File: src/rtl/wdog_pkg.sv
package wdog_pkg;

    typedef enum logic [1:0] {
        ST_IDLE      = 2'd0,
        ST_ARMED     = 2'd1,
        ST_PENDING   = 2'd2,
        ST_RESETTING = 2'd3
    } wd_state_e;

    localparam int REG_AW = 3;

    localparam logic [REG_AW-1:0] OFS_LOAD   = 3'd0;
    localparam logic [REG_AW-1:0] OFS_COUNT  = 3'd1;
    localparam logic [REG_AW-1:0] OFS_CTRL   = 3'd2;
    localparam logic [REG_AW-1:0] OFS_CLEAR  = 3'd3;
    localparam logic [REG_AW-1:0] OFS_RAW    = 3'd4;
    localparam logic [REG_AW-1:0] OFS_MASKED = 3'd5;

    localparam int CTRL_RUN_BIT = 0;
    localparam int CTRL_RST_BIT = 1;

endpackage

File: src/rtl/wdog_regif.sv
module wdog_regif
    import wdog_pkg::*;
#(
    parameter int DW = 32,
    parameter int AW = REG_AW
) (
    input  logic          clk,
    input  logic          rst_n,
    input  logic          wipe,
    input  logic          wr_en,
    input  logic [AW-1:0] addr,
    input  logic [DW-1:0] wdata,
    input  logic [DW-1:0] count,
    input  logic          pending,
    input  logic          irq_out,
    output logic [DW-1:0] load_val,
    output logic [DW-1:0] reload_val,
    output logic          run_en,
    output logic          rst_en,
    output logic          load_wr,
    output logic          clr_wr,
    output logic [DW-1:0] rdata
);

    localparam logic [DW-1:0] LOAD_INIT = '1;

    logic ctrl_wr;

    always_comb begin
        load_wr = wr_en && (addr == OFS_LOAD);
        ctrl_wr = wr_en && (addr == OFS_CTRL);
        clr_wr  = wr_en && (addr == OFS_CLEAR);
    end

    // The value the counter takes on a reload: a fresh load write wins.
    always_comb begin
        reload_val = load_wr ? wdata : load_val;
    end

    always_ff @(posedge clk or negedge rst_n) begin
        if (!rst_n) begin
            load_val <= LOAD_INIT;
        end else if (wipe) begin
            load_val <= LOAD_INIT;
        end else if (load_wr) begin
            load_val <= wdata;
        end
    end

    // Run-enable only accumulates; reset-enable follows the written value.
    always_ff @(posedge clk or negedge rst_n) begin
        if (!rst_n) begin
            run_en <= 1'b0;
            rst_en <= 1'b0;
        end else if (wipe) begin
            run_en <= 1'b0;
            rst_en <= 1'b0;
        end else if (ctrl_wr) begin
            run_en <= run_en | wdata[CTRL_RUN_BIT];
            rst_en <= wdata[CTRL_RST_BIT];
        end
    end

    always_comb begin
        rdata = '0;
        unique case (addr)
            OFS_LOAD:   rdata = load_val;
            OFS_COUNT:  rdata = count;
            OFS_CTRL: begin
                rdata[CTRL_RUN_BIT] = run_en;
                rdata[CTRL_RST_BIT] = rst_en;
            end
            OFS_RAW:    rdata[0] = pending;
            OFS_MASKED: rdata[0] = irq_out;
            default:    rdata = '0;
        endcase
    end

endmodule

File: src/rtl/wdog_counter.sv
module wdog_counter #(
    parameter int DW = 32
) (
    input  logic          clk,
    input  logic          rst_n,
    input  logic          wipe,
    input  logic          run,
    input  logic          reload,
    input  logic [DW-1:0] reload_val,
    output logic [DW-1:0] count,
    output logic          timeout
);

    localparam logic [DW-1:0] COUNT_INIT = '1;
    localparam logic [DW-1:0] ONE        = {{(DW-1){1'b0}}, 1'b1};

    logic at_zero;

    always_comb begin
        at_zero = (count == '0);
        timeout = run && at_zero;
    end

    always_ff @(posedge clk or negedge rst_n) begin
        if (!rst_n) begin
            count <= COUNT_INIT;
        end else if (wipe) begin
            count <= COUNT_INIT;
        end else if (reload || timeout) begin
            count <= reload_val;
        end else if (run) begin
            count <= count - ONE;
        end
    end

endmodule

File: src/rtl/wdog_fsm.sv
module wdog_fsm
    import wdog_pkg::*;
#(
    parameter int RST_CYCLES = 16
) (
    input  logic      clk,
    input  logic      rst_n,
    input  logic      run_en,
    input  logic      rst_en,
    input  logic      timeout,
    input  logic      clr_wr,
    output wd_state_e state,
    output logic      pending,
    output logic      sys_rst_req,
    output logic      wipe,
    output logic      frozen
);

    localparam int PW = (RST_CYCLES > 1) ? $clog2(RST_CYCLES) : 1;
    localparam logic [PW-1:0] PULSE_LAST = PW'(RST_CYCLES - 1);

    wd_state_e     state_nx;
    logic [PW-1:0] pulse_cnt;
    logic          pulse_done;

    always_comb begin
        pulse_done = (pulse_cnt == PULSE_LAST);
    end

    // State register
    always_ff @(posedge clk or negedge rst_n) begin
        if (!rst_n) begin
            state <= ST_IDLE;
        end else begin
            state <= state_nx;
        end
    end

    // Next-state logic
    always_comb begin
        state_nx = state;
        unique case (state)
            ST_IDLE: begin
                if (run_en) begin
                    state_nx = (timeout && !clr_wr) ? ST_PENDING : ST_ARMED;
                end
            end
            ST_ARMED: begin
                if (timeout && !clr_wr) begin
                    state_nx = ST_PENDING;
                end
            end
            ST_PENDING: begin
                if (clr_wr) begin
                    state_nx = ST_ARMED;
                end else if (timeout && rst_en) begin
                    state_nx = ST_RESETTING;
                end
            end
            ST_RESETTING: begin
                if (pulse_done) begin
                    state_nx = ST_IDLE;
                end
            end
            default: state_nx = ST_IDLE;
        endcase
    end

    // Reset pulse length counter
    always_ff @(posedge clk or negedge rst_n) begin
        if (!rst_n) begin
            pulse_cnt <= '0;
        end else if (state == ST_RESETTING) begin
            pulse_cnt <= pulse_done ? '0 : pulse_cnt + 1'b1;
        end else begin
            pulse_cnt <= '0;
        end
    end

    // Outputs
    always_comb begin
        pending     = 1'b0;
        sys_rst_req = 1'b0;
        frozen      = 1'b0;
        wipe        = 1'b0;
        unique case (state)
            ST_IDLE:      ;
            ST_ARMED:     ;
            ST_PENDING:   pending = 1'b1;
            ST_RESETTING: begin
                sys_rst_req = 1'b1;
                frozen      = 1'b1;
                wipe        = pulse_done;
            end
            default:      ;
        endcase
    end

endmodule

File: src/rtl/wdog_two_stage.sv
module wdog_two_stage
    import wdog_pkg::*;
#(
    parameter int DW         = 32,
    parameter int AW         = REG_AW,
    parameter int RST_CYCLES = 16
) (
    input  logic          clk,
    input  logic          rst_n,
    input  logic          wr_en,
    input  logic [AW-1:0] addr,
    input  logic [DW-1:0] wdata,
    output logic [DW-1:0] rdata,
    output logic          irq,
    output logic          sys_rst_req
);

    wd_state_e     state;
    logic [DW-1:0] count;
    logic [DW-1:0] load_val;
    logic [DW-1:0] reload_val;
    logic          run_en;
    logic          rst_en;
    logic          load_wr;
    logic          clr_wr;
    logic          timeout;
    logic          pending;
    logic          wipe;
    logic          frozen;
    logic          run;

    always_comb begin
        run = run_en && !frozen;
        irq = pending && run_en;
    end

    wdog_regif #(.DW(DW), .AW(AW)) u_regs (
        .clk        (clk),
        .rst_n      (rst_n),
        .wipe       (wipe),
        .wr_en      (wr_en),
        .addr       (addr),
        .wdata      (wdata),
        .count      (count),
        .pending    (pending),
        .irq_out    (irq),
        .load_val   (load_val),
        .reload_val (reload_val),
        .run_en     (run_en),
        .rst_en     (rst_en),
        .load_wr    (load_wr),
        .clr_wr     (clr_wr),
        .rdata      (rdata)
    );

    wdog_counter #(.DW(DW)) u_cnt (
        .clk        (clk),
        .rst_n      (rst_n),
        .wipe       (wipe),
        .run        (run),
        .reload     (load_wr | clr_wr),
        .reload_val (reload_val),
        .count      (count),
        .timeout    (timeout)
    );

    wdog_fsm #(.RST_CYCLES(RST_CYCLES)) u_fsm (
        .clk         (clk),
        .rst_n       (rst_n),
        .run_en      (run_en),
        .rst_en      (rst_en),
        .timeout     (timeout),
        .clr_wr      (clr_wr),
        .state       (state),
        .pending     (pending),
        .sys_rst_req (sys_rst_req),
        .wipe        (wipe),
        .frozen      (frozen)
    );

endmodule

File: config.mk
export PLATFORM = sky130hd
export DESIGN_NAME = wdog_two_stage
export DESIGN_NICKNAME = d
export VERILOG_FILES = /design/src/rtl/wdog_pkg.sv /design/src/rtl/wdog_regif.sv /design/src/rtl/wdog_counter.sv /design/src/rtl/wdog_fsm.sv /design/src/rtl/wdog_two_stage.sv
export SDC_FILE = /design/constraint.sdc
export NUM_CORES = 1
export LEC_CHECK = 0
export CORE_AREA = 2 2 107 109
export CTS_CLUSTER_SIZE = 25
export DETAILED_ROUTE_END_ITERATION = 12
export DIE_AREA = 0 0 109 111
export GPL_TIMING_DRIVEN = 1
export PLACE_DENSITY_LB_ADDON = 0.1
export REMOVE_ABC_BUFFERS = 1
export SYNTH_ARGS = -nofsm -noshare
export SYNTH_HDL_FRONTEND = slang
export SYNTH_SLANG_ARGS = --single-unit
File: constraint.sdc
create_clock -name clk -period 5.7 [get_ports clk]
set_input_delay 0.57 -clock clk [delete_from_list [all_inputs] [get_ports clk]]
set_output_delay 0.57 -clock clk [all_outputs]
set_load 0.05 [all_outputs]
==> summary.md, run 1 <==
| Metric | Value |
|---|---|
| Synth async-reset ratio | 100% |
| Top FF cell, synth | dfstp_2 |
| CP arrival | 3.05 ns |
| DRT iter0 DRCs | 191 |
| HP Class | primary input to async pin |
| Rel. slew slack | 23.8% |
| Clock sinks | 72 |
| Yosys synthesis warning count | 0 |
| DR WL/cell | 17.9 um |
| RSZ-0062 raised after global routing | false |
| Largest net degree at the start of global routing | 73 |
| DRC Markers | 0 |
| First-pass GRT wire length | 19,400 um |
| TNS Setup | 0 ns |
| WL final | 11,800 um |
| H-tree levels | 3 |
| TritonCTS buffer count | 9 |
| Vias in the first global route | 3,582 |
| Critical Path End Type | output pin |
| Area of the core | 11,100 sq um |
| Die W | 109 um |
| Adder-cell share of the synthesized area | 0.588% |
| Sequential element share of the synthesized area | 44.2% |
| Final hold vios | 0 |
| DP Area | 5050 sq um |
| Fin. max-slew vios | 0 |
| Grt ovf | 0 |
| GPL Wtd Cong | 0.776 |
| Synth Area in Compound Gates | 14.8% |
| CTS Hold Bufs | 0 |
| ANT cells | 0 |
| Clock slew at reported path FFs | 0.05 ns |
| Tot GR Track Use | 20.7% |
| Vias per inst | 5.52 |
| I/O pins | 72 |
| P&R area growth vs syn | 27.0% |
| Startpoint class of the critical path | primary input |
| Tightest Pin Transition | 1.14 ns |
| Share of layout cells above drive strength 1 | 23.0% |
| Top cells by count, synth | nand2_1, dfstp_2, a22o_1, nand3_1, nor2_1 |
| Synth Instances | 454 |
| Clock skew | 0.00672 ns |
| P_leak | 0.00217 uW |
| Initial antenna violation count | 0 |
| Die Area | 12,100 sq um |
| Synth Area in Simple Gates | 25.1% |
| CTS tree | done |
| Post-synth top area cell | dfstp_2 |
| Fmax | 276 MHz |
| Hold WS | 0.429 ns |
| Post-cts sizing count | 0 |
| Final worst slack | 2.08 ns |
| Fin crit period | 3.62 ns |
| Starting Density | 38.4% |
| Post-synth EDFFs | 0 |
| Cell area after synthesis | 4260 sq um |
| 1st-pass router iterations | 4 |
| CP max FO | 30 |
| Synth top area share | 39.5% |
| Final setup violating endpoints | 0 |
| Root buffer cell | clkbuf_16 |
| Post-synthesis mux area share | 8.17% |
| Post-CTS Setup Bufs | 0 |
| Place WS | 2.08 ns |
| Final ANT Viol Nets | 0 |
| DPL Wire Length | 7570 um |
| Number of register bits inferred by synthesis | 72 |
| Netlist cell types | 57 |
| Worst path required time | 5.13 ns |
| Period utilization | 63.5% |
| Post-synthesis xor/xnor area fraction | 2.88% |
| Most frequent cell after synthesis | nand2_1 |
| Dominant cells by area after synthesis | dfstp_2, a22o_1, nand2_1, dfrtp_1, nand3_1 |
| Max_cap viols | 0 |
| Main combinational cell family by area after synthesis | simple AND/OR/NAND/NOR gates |
| PwrDens | 401 nW/um^2 |
| Port bufs | 71 |
| Post-layout util | 48.8% |
| Final instance area | 5410 sq um |
| Syn_area_per_cell | 9.37 sq um |
| Crit Path Class | primary input to output pin |
| Skew-Pair Late Insertion Delay | 0.34 ns |
| Status | complete, no violations |
| Final net count | 552 |
| Vert. Die Dim | 111 um |
| Max clock buf depth | 2 |
| Worst IR Drop VDD | 0.180 mV |
| Row count | 39 |
| Vias | 3,643 |
logic make-up (layout without fill, tap and decap cells):
family                     after synthesis  in the layout
muxes                                   32             32
DFF                                     72             72
and+or+nand+nor                        216            216
xor gates and xnor gates                14             14
buffers and inverters                   36             99
adders and majority gates                2              2
AOI/OAI and AO/OA                       82             82
report_power, final:
| part | switching (uW) | total [uW] | internal [uW] | leakage (uW) |
|---|---|---|---|---|
| Combinational | 308 | 581 | 272 | 0.00122 |
| Sequential | 162 | 909 | 747 | 0.000772 |
| Clock | 229 | 680 | 451 | 0.000176 |
| Total | 700 | 2170 | 1470 | 0.00217 |
metrics by stage:
| step | instances | total power (uW) |
|---|---|---|
| 5_1_grt | 660 | 2290 |
| 4_1_cts | 660 | 2180 |
| 3_5_place_dp | 644 | 1500 |
| 2_1_floorplan | 424 | 1290 |
| 3_3_place_gp | 644 | 1490 |
| 6_report | 660 | 2170 |
area by class of cell:
type                            count  area (sq um)
Inverter                            6          22.5
Sequential cell                    72          1880
Timing Repair Buffer               77           751
Tap cell                          143           179
Multi-Input combinational cell    346          2220
Clock buffer                       11           253
Clock inverter                      5           101
Fill cell                        1081          5670
critical path: stages:
cell and delay [ns]:
clkdlybuf4s50_1 0.71, inv_1 0.14, nor3_2 0.16, buf_4 0.39, a22o_1 0.24, clkdlybuf4s50_1 0.80
cells in the final DEF (no fill, tap or decap), types with 4 or more instances in the layout:
cell,netlist,layout
a21oi_1,13,13
a22o_1,38,38
a31oi_1,7,7
buf_4,2,6
clkbuf_16,0,9
clkdlybuf4s50_1,0,70
dfrtp_1,8,8
dfstp_2,64,64
inv_1,6,6
mux2_2,14,14
mux2i_1,16,16
nand2_1,74,74
nand3_1,38,38
nand4_1,4,4
nor2_1,29,29
nor3_1,17,15
nor4_1,20,20
o21ai_0,4,4
or3_1,4,4
xnor2_1,5,5
xor2_1,9,9
routing by layer:
metal / routed length, um / vias up / global-route usage [%]
met3: 503 / 12 / 3.70
li1: - / 1791 / -
met4: 195 / 0 / 5.98
met1: 5640 / 1756 / 29.3
met5: 0 / - / 0
met2: 5500 / 84 / 32.1
state kept, by name (all words and copies together), names as in the netlist:
register and flops:
u_cnt.count 32, u_fsm.pulse_cnt 4, u_regs.rst_en 1, u_regs.load_val 32, u_regs.run_en 1, u_fsm.state 2
final timing paths:
| path | startpoint | end | slack [ns] | cells after the start |
|---|---|---|---|---|
| setup reg to reg | u_cnt.count[0]$_DFFE_PN1P_ | u_cnt.count[25]$_DFFE_PN1P_ | 2.89 | 7 |
| hold reg to reg | u_fsm.pulse_cnt[0]$_DFF_PN0_ | u_fsm.pulse_cnt[0]$_DFF_PN0_ | 0.50 | 1 |
| hold / removal | rst_n | u_fsm.pulse_cnt[2]$_DFF_PN0_ | 0.43 | 2 |
| min in group clk | u_fsm.pulse_cnt[0]$_DFF_PN0_ | u_fsm.pulse_cnt[0]$_DFF_PN0_ | 0.50 | 1 |
| setup / recovery | addr[0] | rdata[23] | 2.08 | 6 |
| max in group asynchronous | rst_n | u_regs.rst_en$_DFFE_PN0P_ | 4.68 | 2 |
(Power assumes the default switching activity.)
==> run 2, diff against run 1 <==
Clock period 5.7 ns to 3.35 ns, I/O delays scaled along.
==> run 2 against run 1 <==
First-iteration DRC count is 20% higher. Count of clock-buffer cells in the layout stayed put. Global-route usage is 0.23 points lower. Clock skew is 0.0010 ns higher. Sequential power is 69% higher. Final cell count is 1.1% higher. Largest power group unchanged.
==> summary.md, run 2 (same netlist as run 1, synthesis figures left out) <==
| Metric | Value |
|---|---|
| Status | complete, no violations |
| Max_cap viols | 0 |
| GPL Wtd Cong | 0.828 |
| Most frequent cells in the layout | nand2_1, dfstp_2, clkdlybuf4s50_1, a22o_1, nand3_1 |
| Tot GR Track Use | 20.5% |
| Critical Path End Type | flop |
| CP arrival | 3.25 ns |
| Final hold vios | 0 |
| WL final | 11,800 um |
| Vias per inst | 5.57 |
| Crit Path Class | flop to flop |
| Final ANT Viol Nets | 0 |
| DRC Markers | 0 |
| Fin crit period | 3.00 ns |
| CTS tree | done |
| Vias in the first global route | 3,740 |
| Max clock buf depth | 2 |
| HP Class | primary input to async pin |
| Port bufs | 71 |
| P_leak | 0.00232 uW |
| TritonCTS buffer count | 9 |
| 1st-pass router iterations | 5 |
| Power, Total | 3580 uW |
| Clock slew at reported path FFs | 0.06 ns |
| I/O pins | 72 |
| Worst path required time | 3.60 ns |
| Share of layout cells above drive strength 1 | 29.6% |
| ANT cells | 0 |
| Largest regs | u_cnt.count (32), u_regs.load_val (32), u_fsm.pulse_cnt (4) |
| Vias | 3,715 |
| Vert. Die Dim | 111 um |
| Rel. slew slack | 36.5% |
| Multi-input gate area | 2210 sq um |
| Commonest non-fill, non-tap cell in the layout | nand2_1 |
| Clock skew | 0.00776 ns |
| Starting Density | 38.4% |
| Area of the core | 11,100 sq um |
| Worst IR Drop VDD | 0.278 mV |
| Clock sinks | 72 |
| CP max FO | 16 |
| First-pass GRT wire length | 19,400 um |
| Crit path cell chain | inv_1 -> ha_1 -> or3b_2 -> nor4_1 -> and4_1 -> nor2_2 -> buf_4 -> mux2_2 |
| PwrDens | 629 nW/um^2 |
| Post-cts sizing count | 0 |
| DRT iter0 DRCs | 230 |
| Grt ovf | 0 |
| Final net count | 560 |
| Startpoint class of the critical path | flop |
| Fin. max-slew vios | 0 |
| Die W | 109 um |
| Root buffer cell | clkbuf_16 |
| DR WL/cell | 17.6 um |
| Final setup violating endpoints | 0 |
| DPL Wire Length | 7640 um |
| RSZ-0062 raised after global routing | false |
| Worst path buffer plus inverter count | 2 |
| Largest net degree at the start of global routing | 73 |
| Initial antenna violation count | 0 |
| Skew-Pair Late Insertion Delay | 0.33 ns |
| P&R area growth vs syn | 33.8% |
| H-tree levels | 3 |
| Fmax | 334 MHz |
| Max incr delay on CP | 0.69 ns |
| CTS Hold Bufs | 0 |
| Die Area | 12,100 sq um |
| CP Depth | 8 |
| Row count | 39 |
| Worst R2R Path Depth | 8 |
| Post-CTS Setup Bufs | 0 |
| Layout fillers | 1,017 |
| TNS Setup | 0 ns |
| Crit path max-delay cell type | nor2_2 |
| Tightest Pin Transition | 0.953 ns |
| Storage cell area | 1880 sq um |
| Critical path's top delay family | simple AND/OR/NAND/NOR gates |
| Period utilization | 89.5% |
run 2: cell count changes in the layout (fill, tap and decap cells not counted):
cell / previous run / this run
bufinv_16: 3 / 1
buf_4: 6 / 14
buf_12: 0 / 30
inv_4: 1 / 0
clkbuf_1: 0 / 1
nor2_4: 1 / 0
clkinv_2: 1 / 3
clkdlybuf4s50_1: 70 / 40
clkbuf_8: 2 / 1
nor2_2: 0 / 1
run 2: per-stage QoR:
step	hold WS (ns)	instance area (sq um)	cells	worst slack (ns)	utilization (%)
global placement	0.484	5410	652	0.422	48.8
finish	0.186	5690	667	0.352	51.4
global route	0.287	5690	667	0.170	51.4
CTS	0.264	5690	667	0.349	51.4
detailed placement	0.506	5410	652	0.356	48.8
floorplan	0.0394	4100	424	-0.144	-
run 2: report_power, final:
group / switching, uW / internal, uW
registers: 270 / 1270
logic: 547 / 545
clock network: 359 / 589
total: 1170 / 2400
run 2: layout make-up:
| class | instances | area share (%) |
|---|---|---|
| tap | 143 | 3.14 |
| multi-input combinational | 346 | 38.8 |
| clock inverter | 4 | 0.791 |
| clock buffer | 11 | 4.26 |
| timing repair buffer | 85 | 19.5 |
| sequential | 72 | 33.0 |
| inverter | 6 | 0.396 |
run 2: path summary, 6_finish.rpt:
check                                         startpoint                             to  slack [ns]
min in group clk           u_regs.load_val[19]$_DFF_PN1_  u_regs.load_val[19]$_DFF_PN1_        0.51
max                           u_cnt.count[0]$_DFFE_PN1P_     u_cnt.count[1]$_DFFE_PN1P_        0.35
min                                                rst_n   u_fsm.pulse_cnt[2]$_DFF_PN0_        0.19
min reg2reg                u_regs.load_val[19]$_DFF_PN1_  u_regs.load_val[19]$_DFF_PN1_        0.51
max in group asynchronous                          rst_n      u_regs.run_en$_DFFE_PN0P_        2.54
max reg2reg                   u_cnt.count[0]$_DFFE_PN1P_     u_cnt.count[1]$_DFFE_PN1P_        0.35
run 2: routing by layer:
metal	vias to the layer above	track usage [%]	wire length [um]
met2	95	33.1	5640
met3	11	2.23	469
met5	-	0	0
met1	1810	28.9	5520
met4	0	5.64	143
li1	1799	-	-
